--- src/rtl/i2cRegPkg.sv ---
package i2cRegPkg;

  localparam logic [7:0] SUB_STATUS = 8'h00;
  localparam logic [7:0] SUB_CTRL   = 8'h01;
  localparam logic [7:0] SUB_VOL    = 8'h02;
  localparam logic [7:0] SUB_COEF   = 8'h03;

  typedef enum logic [2:0] {
    ST_IDLE, ST_ADDR, ST_ADDR_ACK, ST_WDATA, ST_WACK, ST_RDATA, ST_RACK, ST_RLOAD
  } busStateT;

  localparam busStateT ST_IGNORE = ST_IDLE;

  typedef struct packed {
    logic       start;
    logic       subWr;
    logic       dataWr;
    logic       rdAdv;
    logic [7:0] byteVal;
  } strobeT;

  function automatic logic [1:0] regLastIdx(input logic [7:0] sub);
    case (sub)
      SUB_VOL:  regLastIdx = 2'd1;
      SUB_COEF: regLastIdx = 2'd3;
      default:  regLastIdx = 2'd0;
    endcase
  endfunction

endpackage

--- src/rtl/i2cSlaveCtrl.sv ---
module i2cSlaveCtrl
  import i2cRegPkg::*;
#(
  parameter int SYNC_STAGES = 2,
  parameter logic [6:0] DEV_ADDR_BASE = 7'h2A
) (
  input  logic       clk,
  input  logic       rstN,
  input  logic       scl,
  input  logic       sdaIn,
  input  logic       addrStrap,
  input  logic [7:0] rdByte,
  output strobeT     strb,
  output logic       sdaOe
);

  logic [SYNC_STAGES:0] sclPipe, sdaPipe;
  logic sclS, sclD, sdaS, sdaD;
  logic startSeen, stopSeen, sclRise, sclFall;
  busStateT state;
  logic [3:0] bitCnt;
  logic [7:0] sh;
  logic firstByte, rwBit, strapArmed;
  logic [6:0] devAddr;
  logic byteDone;

  always_ff @(posedge clk or negedge rstN) begin
    if (!rstN) begin
      sclPipe <= '1;
      sdaPipe <= '1;
    end else begin
      sclPipe <= {sclPipe[SYNC_STAGES-1:0], scl};
      sdaPipe <= {sdaPipe[SYNC_STAGES-1:0], sdaIn};
    end
  end

  assign sclS = sclPipe[SYNC_STAGES-1];
  assign sclD = sclPipe[SYNC_STAGES];
  assign sdaS = sdaPipe[SYNC_STAGES-1];
  assign sdaD = sdaPipe[SYNC_STAGES];
  assign startSeen = sclS && sclD && sdaD && !sdaS;
  assign stopSeen  = sclS && sclD && !sdaD && sdaS;
  assign sclRise   = sclS && !sclD;
  assign sclFall   = !sclS && sclD;

  assign byteDone = !startSeen && !stopSeen && (state == ST_WDATA) && sclRise && (bitCnt == 4'd7);

  always_comb begin
    strb.start   = startSeen;
    strb.subWr   = byteDone && firstByte;
    strb.dataWr  = byteDone && !firstByte;
    strb.byteVal = {sh[6:0], sdaS};
    strb.rdAdv   = sclFall && !startSeen && !stopSeen &&
                   (((state == ST_ADDR_ACK) && sdaOe && rwBit) || (state == ST_RLOAD));
  end

  always_ff @(posedge clk or negedge rstN) begin
    if (!rstN) begin
      state      <= ST_IDLE;
      bitCnt     <= '0;
      sh         <= '0;
      sdaOe      <= 1'b0;
      firstByte  <= 1'b0;
      rwBit      <= 1'b0;
      strapArmed <= 1'b1;
      devAddr    <= DEV_ADDR_BASE;
    end else begin
      if (strapArmed) begin
        devAddr    <= {DEV_ADDR_BASE[6:1], addrStrap};
        strapArmed <= 1'b0;
      end
      if (startSeen) begin
        state  <= ST_ADDR;
        bitCnt <= '0;
        sdaOe  <= 1'b0;
      end else if (stopSeen) begin
        state <= ST_IDLE;
        sdaOe <= 1'b0;
      end else begin
        case (state)
          ST_ADDR: if (sclRise) begin
            sh     <= {sh[6:0], sdaS};
            bitCnt <= bitCnt + 4'd1;
            if (bitCnt == 4'd7) begin
              if (sh[6:0] == devAddr) begin
                rwBit <= sdaS;
                state <= ST_ADDR_ACK;
              end else begin
                state <= ST_IGNORE;
              end
            end
          end
          ST_ADDR_ACK: if (sclFall) begin
            if (!sdaOe) begin
              sdaOe <= 1'b1;
            end else if (rwBit) begin
              sh     <= rdByte;
              sdaOe  <= !rdByte[7];
              bitCnt <= '0;
              state  <= ST_RDATA;
            end else begin
              sdaOe     <= 1'b0;
              bitCnt    <= '0;
              firstByte <= 1'b1;
              state     <= ST_WDATA;
            end
          end
          ST_WDATA: if (sclRise) begin
            sh     <= {sh[6:0], sdaS};
            bitCnt <= bitCnt + 4'd1;
            if (bitCnt == 4'd7) state <= ST_WACK;
          end
          ST_WACK: if (sclFall) begin
            if (!sdaOe) begin
              sdaOe <= 1'b1;
            end else begin
              sdaOe     <= 1'b0;
              bitCnt    <= '0;
              firstByte <= 1'b0;
              state     <= ST_WDATA;
            end
          end
          ST_RDATA: begin
            if (sclRise) begin
              bitCnt <= bitCnt + 4'd1;
            end else if (sclFall) begin
              if (bitCnt == 4'd8) begin
                sdaOe <= 1'b0;
                state <= ST_RACK;
              end else begin
                sdaOe <= !sh[6];
                sh    <= {sh[6:0], 1'b0};
              end
            end
          end
          ST_RACK: if (sclRise) state <= sdaS ? ST_IGNORE : ST_RLOAD;
          ST_RLOAD: if (sclFall) begin
            sh     <= rdByte;
            sdaOe  <= !rdByte[7];
            bitCnt <= '0;
            state  <= ST_RDATA;
          end
          default: ;
        endcase
      end
    end
  end

  a_r11_stop_release: assert property (@(posedge clk) disable iff (!rstN)
    stopSeen |=> !sdaOe);

  a_r2_strap_hold: assert property (@(posedge clk) disable iff (!rstN)
    !strapArmed |=> $stable(devAddr));

  a_r3_idle_quiet: assert property (@(posedge clk) disable iff (!rstN)
    (state == ST_IDLE) |-> !sdaOe);

endmodule

--- src/rtl/i2cRegBank.sv ---
module i2cRegBank
  import i2cRegPkg::*;
#(
  parameter int CTRL_W = 8,
  parameter int VOL_W  = 16,
  parameter int COEF_W = 26,
  parameter logic [VOL_W-1:0] VOL_RESET = 16'h00C0
) (
  input  logic              clk,
  input  logic              rstN,
  input  strobeT            strb,
  input  logic              faultIn,
  output logic [7:0]        rdByte,
  output logic [CTRL_W-1:0] ctrlReg,
  output logic [VOL_W-1:0]  volReg,
  output logic [COEF_W-1:0] coefReg,
  output logic              faultFlag
);

  localparam int WORD_W = 32;

  logic [7:0] sub;
  logic [1:0] idx, lastIdx, byteSel;
  logic [WORD_W-9:0] stage;
  logic [WORD_W-1:0] wrWord, regView;
  logic commit, clrReq;

  assign lastIdx = regLastIdx(sub);
  assign wrWord  = {stage, strb.byteVal};
  assign commit  = strb.dataWr && (idx == lastIdx);
  assign clrReq  = strb.dataWr && (sub == SUB_STATUS) && strb.byteVal[0];

  always_ff @(posedge clk or negedge rstN) begin
    if (!rstN) begin
      sub   <= '0;
      idx   <= '0;
      stage <= '0;
    end else if (strb.start) begin
      idx <= '0;
    end else if (strb.subWr) begin
      sub <= strb.byteVal;
      idx <= '0;
    end else if (strb.dataWr || strb.rdAdv) begin
      if (strb.dataWr) stage <= {stage[WORD_W-17:0], strb.byteVal};
      if (idx == lastIdx) begin
        idx <= '0;
        sub <= sub + 8'd1;
      end else begin
        idx <= idx + 2'd1;
      end
    end
  end

  always_ff @(posedge clk or negedge rstN) begin
    if (!rstN) begin
      ctrlReg   <= '0;
      volReg    <= VOL_RESET;
      coefReg   <= '0;
      faultFlag <= 1'b0;
    end else begin
      faultFlag <= faultIn || (faultFlag && !clrReq);
      if (commit) begin
        case (sub)
          SUB_CTRL: ctrlReg <= wrWord[CTRL_W-1:0];
          SUB_VOL:  volReg  <= wrWord[VOL_W-1:0];
          SUB_COEF: coefReg <= wrWord[COEF_W-1:0];
          default: ;
        endcase
      end
    end
  end

  always_comb begin
    case (sub)
      SUB_STATUS: regView = {{(WORD_W-1){1'b0}}, faultFlag};
      SUB_CTRL:   regView = {{(WORD_W-CTRL_W){1'b0}}, ctrlReg};
      SUB_VOL:    regView = {{(WORD_W-VOL_W){1'b0}}, volReg};
      SUB_COEF:   regView = {{(WORD_W-COEF_W){1'b0}}, coefReg};
      default:    regView = '0;
    endcase
    byteSel = lastIdx - idx;
    rdByte  = regView[{byteSel, 3'b000} +: 8];
  end

  a_r5_vol_atomic: assert property (@(posedge clk) disable iff (!rstN)
    !$stable(volReg) |-> $past(strb.dataWr));

  a_r5_start_realign: assert property (@(posedge clk) disable iff (!rstN)
    strb.start |=> (idx == 2'd0));

  a_r10_fault_sticky: assert property (@(posedge clk) disable iff (!rstN)
    (faultFlag && !clrReq) |=> faultFlag);

  a_r8_coef_top_zero: assert property (@(posedge clk) disable iff (!rstN)
    ((sub == SUB_COEF) && (idx == 2'd0)) |-> (rdByte[7:2] == 6'd0));

endmodule

--- src/rtl/i2cRegSlave.sv ---
module i2cRegSlave
  import i2cRegPkg::*;
#(
  parameter int SYNC_STAGES = 2,
  parameter logic [6:0] DEV_ADDR_BASE = 7'h2A,
  parameter logic [15:0] VOL_RESET = 16'h00C0
) (
  input  logic        clk,
  input  logic        rstN,
  input  logic        scl,
  input  logic        sdaIn,
  input  logic        addrStrap,
  input  logic        faultIn,
  output logic        sdaOe,
  output logic [7:0]  ctrlReg,
  output logic [15:0] volReg,
  output logic [25:0] coefReg,
  output logic        faultFlag
);

  strobeT strb;
  logic [7:0] rdByte;

  i2cSlaveCtrl #(
    .SYNC_STAGES(SYNC_STAGES),
    .DEV_ADDR_BASE(DEV_ADDR_BASE)
  ) uCtrl (
    .clk(clk), .rstN(rstN), .scl(scl), .sdaIn(sdaIn), .addrStrap(addrStrap),
    .rdByte(rdByte), .strb(strb), .sdaOe(sdaOe)
  );

  i2cRegBank #(
    .CTRL_W(8), .VOL_W(16), .COEF_W(26), .VOL_RESET(VOL_RESET)
  ) uBank (
    .clk(clk), .rstN(rstN), .strb(strb), .faultIn(faultIn), .rdByte(rdByte),
    .ctrlReg(ctrlReg), .volReg(volReg), .coefReg(coefReg), .faultFlag(faultFlag)
  );

endmodule

--- config.mk ---
export PLATFORM = sky130hd
export DESIGN_NAME = i2cRegSlave
export DESIGN_NICKNAME = d
export VERILOG_FILES = /design/src/rtl/i2cRegPkg.sv /design/src/rtl/i2cSlaveCtrl.sv /design/src/rtl/i2cRegBank.sv /design/src/rtl/i2cRegSlave.sv
export SDC_FILE = /design/constraint.sdc
export NUM_CORES = 1
export LEC_CHECK = 0
export BUFFER_PORTS_ARGS = -buffer_cell sky130_fd_sc_hd__buf_4
export CORE_UTILIZATION = 60
export DETAILED_ROUTE_END_ITERATION = 8
export PLACE_DENSITY = 0.81
export SLEW_MARGIN = 40
export SYNTH_ARGS = -nofsm -noshare
export SYNTH_HDL_FRONTEND = slang
export SYNTH_SLANG_ARGS = --single-unit
--- constraint.sdc ---
create_clock -name clk -period 5.2 [get_ports clk]
set_input_delay 1.3 -clock clk [delete_from_list [all_inputs] [get_ports clk]]
set_output_delay 1.3 -clock clk [all_outputs]
set_load 0.005 [all_outputs]
Word-level counts from Yosys, hierarchy flattened
Cells that the tools add are included.
{"block": "op_classes", "bitwise": 3, "reduce_logical": 58, "shift": 1, "n_eq_ne": 43, "add_sub_neg": 4, "muxes": 62}
{"operator": "case mux 26 bit (4 select lines)", "count": 1}
{"operator": "2-to-1 mux 7 bit", "count": 8}
{"operator": "2-to-1 mux 3 bit", "count": 17}
{"operator": "inequality test 4 x 1 -> 1 bit, second input constant", "count": 11}
{"operator": "indexed part select 32 x 6 -> 8 bit", "count": 1}
{"operator": "case mux 7 bit (4 select lines)", "count": 1}
{"operator": "2-to-1 mux 4 bit", "count": 6}
{"operator": "2-to-1 mux 8 bit", "count": 3}
{"operator": "logical AND 1 bit", "count": 22}
{"operator": "case mux 3 bit (7 select lines)", "count": 1}
{"operator": "inequality test 2 x 1 -> 1 bit, second input constant", "count": 9}
{"operator": "AND reduction 6 bit", "count": 3}
{"operator": "== test 8 x 2 -> 1 bit, second input constant", "count": 2}
{"operator": "2-to-1 mux 1 bit", "count": 16}
{"operator": "AND reduction 14 bit", "count": 1}
{"operator": "== test 3 bit, second input constant", "count": 4}
{"operator": "inequality test 3 x 1 -> 1 bit, second input constant", "count": 4}
{"operator": "case mux 4 bit (3 select lines)", "count": 1}
{"operator": "AND reduction 11 bit", "count": 1}
{"operator": "zero test 1 bit", "count": 10}
{"operator": "2-to-1 mux 2 bit", "count": 5}
{"operator": "nonzero test 9 bit", "count": 1}
{"operator": "adder 8 x 1 -> 8 bit, second input constant", "count": 1}
{"operator": "== test 8 x 1 -> 1 bit, second input constant", "count": 1}
{"operator": "other kinds (27)", "count": 41}
{"block": "word_totals", "regBits": 104, "word_cells": 188, "output_inout_bits": 52, "inputBits": 6}

Longest topological paths before layout
{"block": "depth", "ltp_word": 14, "mapped_depth": 12, "mapped_depth_nobuf": 9}

Modules after synthesis
From an unflattened synthesis, not the netlist that was laid out.
{"block": "hier_totals", "cells_unflattened": 453, "area_unflattened_um2": 5386.4}
{"mod": "i2cRegBank", "area_per_inst_um2": 3846.2, "instances": 1, "seq_area_each_um2": 1979.4, "cells_per_inst": 300}
{"mod": "i2cSlaveCtrl", "area_per_inst_um2": 1540.2, "instances": 1, "seq_area_each_um2": 634.4, "cells_per_inst": 153}

Worst setup path before layout
Ideal clock, no wire load.
{"block": "synth_timing", "kind": "flip-flop to flip-flop", "from": "register uBank.sub[6]", "to": "register uBank.sub[4]", "period_less_slack_ps": 2927, "stages_incl_launch_ff": 11, "t_arrival_ps": 2845, "required_ps": 5118, "setup_time_ps": 82, "slack_ps": 2273, "n_path_buf": 1, "path_cell_list": "dfrtp_1 -> or4_4 -> nor3_1 -> o21ai_0 -> ha_1 -> inv_1 -> a311oi_1 -> o22ai_1 -> buf_4 -> or3_1 -> a31oi_1"}
{"block": "synth_via", "elab_chain_len": 5, "word_cells_on_any_way": 6, "classes_between": "eq/ne (3); mux (1); reduce/logical (2)"}
{"item": "start: declaration", "line": "i2cRegBank.sv:22", "source": "logic [7:0] sub;"}
{"item": "start signal: assignment", "line": "i2cRegBank.sv:41", "source": "sub <= strb.byteVal;"}
{"item": "start signal: assignment", "line": "i2cRegBank.sv:47", "source": "sub <= sub + 8'd1;"}
{"item": "== test 8 x 2 -> 1 bit", "line": "i2cRegPkg.sv:23", "source": "case (sub)"}
{"item": "case mux 2 bit (2 select lines) (*)", "line": "i2cRegPkg.sv:23"}
{"item": "== test 2 bit (*)", "line": "i2cRegBank.sv:45", "source": "if (idx == lastIdx) begin"}
{"item": "nonzero test 2 bit (no source line) (*)"}
{"item": "AND reduction 3 bit (no source line) (*)"}
Every way passes the cells marked *; elsewhere a longest branch is shown, timed or not.
A chain may end at the register's enable or synchronous reset.

Final worst setup path
{"block": "layout_timing", "from": "register uBank.sub[6]", "to": "register uBank.sub[7]"}
{"block": "layout_via", "elab_chain_len": 5, "word_cells_on_any_way": 10, "classes_between": "add/sub (1); eq/ne (3); mux (4); reduce/logical (2)"}
{"item": "branches (longest 5 deep; another with adder 8 x 1 -> 8 bit)"}
Several ways; the timed one is not identified. The select of a mux whose other input is x is not followed.

==> flow_summary_export.csv <==
group,metric,value,unit
outcome,outcome,"completed",
layout,layoutNonFillerInstCount,606,
pwr,total_power,0.00157,W
clocking,cts_root_buf,"sky130_fd_sc_hd__clkbuf_8",
route,detailedRoute.firstPassIterationCount,5,
clocking,register_clock_pin_slew_on_the_reported_worst_setup_and_hold_paths,0.11,ns
route,viasPerCell,6.74,
clocking,cts.sink_count,104,
place,numPortBuffers,57,
place,dp_hpwl,8.57,mm
clocking,clock_latency,0.37,ns
timing,highest_clock_rate,243,MHz
timing,setup_tns,0,ns
synthesis,synth_flop_cell,"sky130_fd_sc_hd__dfrtp_1",
floorplanning,rows,33,
synthesis,synth.net_count,463,
clocking,h-tree-depth,3,
grt,sum_of_overflow_across_all_layers_after_global_routing,0,
clocking,cts_repair_resize_count,0,
timing,final-setup-viol-count,0,
clocking,cts.repair_timing.setup_buffer_count,0,
timing,setup_repair_after_global_routing_missed_its_margin,"no",
timing,slew_viol_final,0,
grt,grt_pass1_vias,3903,
layout,num-nets-final,509,
synthesis,post_synth_inst_count,450,
setup_path,crit_type,"register to register",
timing,post-route-period-util,0.791,
clocking,cts_max_path_buffers,2,
synthesis,synth_edf_count,0,
floorplanning,ioPinCount,58,
floorplanning,initial_cell_density_of_the_core,0.630,
grt,track_usage,0.306,
worst_hold_path,worst_hold_path_type,"register to register",
synthesis,synth_cell_types,66,
grt,global_route_wire_length_before_repair,20.8,mm
synthesis,synth_seq_area_share,0.495,
timing,final_period_minus_worst_setup_slack,4.11,ns
place,placed_cells_incl_taps,590,
run,maxCapViolCount,0,
route,postRouteAntennaNets,0,
synthesis,netlist_area,5280,µm²
grt,antenna_violations_before_repair,0,
timing,final_hold_viol_count,0,
synthesis,ff_latch_count_synth,104,
pwr,power_density,265,nW/µm²
layout,layout_area_overhead,12.6,%
clocking,cts_buffers,9,
layout,antenna_cells_inserted,0,
route,route.final.wire_length,12.9,mm
floorplanning,core_region_area,8380,µm²
floorplanning,die_w,95.8,µm
route,drcViolationCount,0,
setup_path,worst_ep_arrival_time,4.42,ns
pwr,p_leak,2.81,nW
synthesis,yosysWarningCount,0,
floorplanning,floorplan.die_area,9180,µm²
setup_path,required,5.50,ns
place,finalWeightedCongestion,0.896,
timing,finalClockSkew,0.0107,ns
layout,finish.instance_area,5940,µm²
timing,tightest_slew,0.789,ns
clocking,clock_tree_from_tritoncts,"built",
floorplanning,floorplan.die.height,95.8,µm
layout,drive_gt1_frac,0.345,
clocking,cts.hold.buffers_added,0,
timing,whs,0.365,ns
route,detailroute.via_count,4082,
place,placed_instance_area,5750,µm²
timing,relSlewSlack,0.474,
synthesis,syn-mean-instance-area,11.7,µm²
setup_path,endpoint_kind,"register",
synthesis,asyncSetResetFlopFracSynth,1.00,
route,initialDrtViolationCount,342,
pwr,worst_ir_drop_vdd,0.179,mV
setup_path,critical_path.startpoint_type,"register",
setup_path,worstPathMaxFanout,21,
route,routed_wire_length_per_instance,21.4,µm
grt,grt_max_degree,57,
==> final timing paths <==
| path | startpoint | endpoint | slack (ns) | cells past startpoint |
|---|---|---|---|---|
| worst max-delay path | uBank.sub[6] | uBank.sub[7] | 1.09 | 9 |
| worst min-delay path | uCtrl.sdaPipe[0] | uCtrl.sdaPipe[1] | 0.36 | 0 |
| worst max register to register | uBank.sub[6] | uBank.sub[7] | 1.09 | 9 |
| worst min register to register | uCtrl.sdaPipe[0] | uCtrl.sdaPipe[1] | 0.36 | 0 |
| max in group asynchronous | rstN | uBank.coefReg[8] | 3.15 | 2 |
| min in group asynchronous | rstN | uCtrl.bitCnt[3] | 0.96 | 1 |
==> routing by layer <==
| metal | wire (µm) | global-route usage | up-vias |
|---|---|---|---|
| li1 | - | - | 1792 |
| met1 | 5230 | 0.406 | 2035 |
| met2 | 6300 | 0.491 | 216 |
| met3 | 967 | 0.0616 | 39 |
| met4 | 454 | 0.128 | 0 |
| met5 | 0 | 0 | - |
==> critical path: stages (launching register included) <==
cell and delay [ns]:
sky130_fd_sc_hd__dfrtp_1 0.44, sky130_fd_sc_hd__or4_4 0.58, sky130_fd_sc_hd__nor3_1 0.43, sky130_fd_sc_hd__o21ai_0 0.19, sky130_fd_sc_hd__ha_1 0.76, sky130_fd_sc_hd__inv_1 0.23, sky130_fd_sc_hd__a311oi_1 0.39, sky130_fd_sc_hd__o22ai_2 0.29
sky130_fd_sc_hd__or4_1 0.55, sky130_fd_sc_hd__a31oi_1 0.17
==> synthesized netlist by cell type, types with 3 or more instances <==
master	count	area [µm²]
sky130_fd_sc_hd__dfrtp_1	95	2380
sky130_fd_sc_hd__mux2_2	64	721
sky130_fd_sc_hd__nor3_1	22	110
sky130_fd_sc_hd__o21ai_0	20	100
sky130_fd_sc_hd__a211oi_1	17	128
sky130_fd_sc_hd__nor2_1	16	60.1
sky130_fd_sc_hd__clkbuf_1	15	56.3
sky130_fd_sc_hd__nand2_1	15	56.3
sky130_fd_sc_hd__inv_1	11	41.3
sky130_fd_sc_hd__mux2_4	10	150
sky130_fd_sc_hd__a221oi_1	9	78.8
sky130_fd_sc_hd__dfstp_2	9	236
sky130_fd_sc_hd__a21oi_1	8	40.0
sky130_fd_sc_hd__a31oi_1	8	50.1
sky130_fd_sc_hd__nand3_1	8	40.0
sky130_fd_sc_hd__a222oi_1	7	70.1
sky130_fd_sc_hd__ha_1	7	87.6
sky130_fd_sc_hd__buf_2	6	30.0
sky130_fd_sc_hd__nor2b_1	6	37.5
sky130_fd_sc_hd__nand3b_1	5	37.5
sky130_fd_sc_hd__or3_1	5	31.3
sky130_fd_sc_hd__and2_1	4	25.0
sky130_fd_sc_hd__nand2b_1	4	25.0
sky130_fd_sc_hd__or4_1	4	30.0
sky130_fd_sc_hd__xnor2_1	4	35.0
sky130_fd_sc_hd__a211o_1	3	26.3
sky130_fd_sc_hd__buf_6	3	33.8
sky130_fd_sc_hd__nand4_1	3	18.8
sky130_fd_sc_hd__nor4_1	3	18.8
sky130_fd_sc_hd__o2111ai_1	3	26.3
sky130_fd_sc_hd__o211ai_1	3	22.5
sky130_fd_sc_hd__o31ai_1	3	22.5
sky130_fd_sc_hd__xor2_1	3	26.3
==> final cells by class <==
cell class | count | area [µm²]
Clock buffer | 10 | 128
Clock inverter | 6 | 62.6
Fill cell | 590 | 2440
Inverter | 11 | 41.3
Multi-Input combinational cell | 308 | 2500
Sequential cell | 104 | 2610
Tap cell | 105 | 131
Timing Repair Buffer | 62 | 465
==> layout by cell type, fill, tap and decap left out, types with 3 or more instances in the layout <==
cell type	count
sky130_fd_sc_hd__dfrtp_1	95
sky130_fd_sc_hd__o2111ai_1	3
sky130_fd_sc_hd__a211o_1	3
sky130_fd_sc_hd__nand3b_1	5
sky130_fd_sc_hd__mux2_2	64
sky130_fd_sc_hd__o211ai_1	3
sky130_fd_sc_hd__nand2b_1	4
sky130_fd_sc_hd__clkbuf_8	9
sky130_fd_sc_hd__a222oi_1	7
sky130_fd_sc_hd__or3_1	5
sky130_fd_sc_hd__o31ai_1	3
sky130_fd_sc_hd__nor2b_1	6
sky130_fd_sc_hd__a221oi_1	9
sky130_fd_sc_hd__ha_1	7
sky130_fd_sc_hd__a31oi_1	8
sky130_fd_sc_hd__a211oi_1	17
sky130_fd_sc_hd__mux2_4	10
sky130_fd_sc_hd__dfstp_2	9
sky130_fd_sc_hd__nand2_1	15
sky130_fd_sc_hd__nor2_1	16
sky130_fd_sc_hd__nand4_1	3
sky130_fd_sc_hd__xnor2_1	4
sky130_fd_sc_hd__or4_1	4
sky130_fd_sc_hd__inv_1	11
sky130_fd_sc_hd__nand3_1	8
sky130_fd_sc_hd__o21ai_0	20
sky130_fd_sc_hd__nor3_1	22
sky130_fd_sc_hd__buf_4	62
sky130_fd_sc_hd__and2_1	4
sky130_fd_sc_hd__xor2_1	3
sky130_fd_sc_hd__a21oi_1	8
==> logic make-up after synthesis <==
group | after synthesis | synth area share
DFF | 104 | 0.495
AOI/OAI and AO/OA | 92 | 0.124
other | 1 | 0.000710
buffers and inverters | 38 | 0.0334
xor gates and xnor gates | 8 | 0.0159
adders and majority gates | 8 | 0.0185
and+or+nand+nor | 123 | 0.144
muxes | 76 | 0.169
==> flip-flops by register name, summed over array words and instances (netlist names), 4 cells and up <==
| name | cells |
|---|---|
| uBank.volReg | 16 |
| uBank.sub | 8 |
| uBank.ctrlReg | 8 |
| uCtrl.sh | 7 |
| uBank.coefReg | 26 |
| uCtrl.bitCnt | 4 |
| uBank.stage | 18 |
==> where the power goes <==
| group | total, W | switching [W] | internal (W) |
|---|---|---|---|
| clock | 0.000494 | 0.000307 | 0.000187 |
| combinational | 0.000129 | 0.0000700 | 0.0000592 |
| sequential | 0.000950 | 0.0000995 | 0.000851 |
==> metrics by stage <==
step            util  setup WS (ns)
2_1_floorplan      -           2.27
3_3_place_gp   0.686           1.39
3_5_place_dp   0.686           1.13
4_1_cts        0.708           1.07
5_1_grt        0.709          0.787
6_report       0.709           1.09
(Power assumes the default switching activity.)
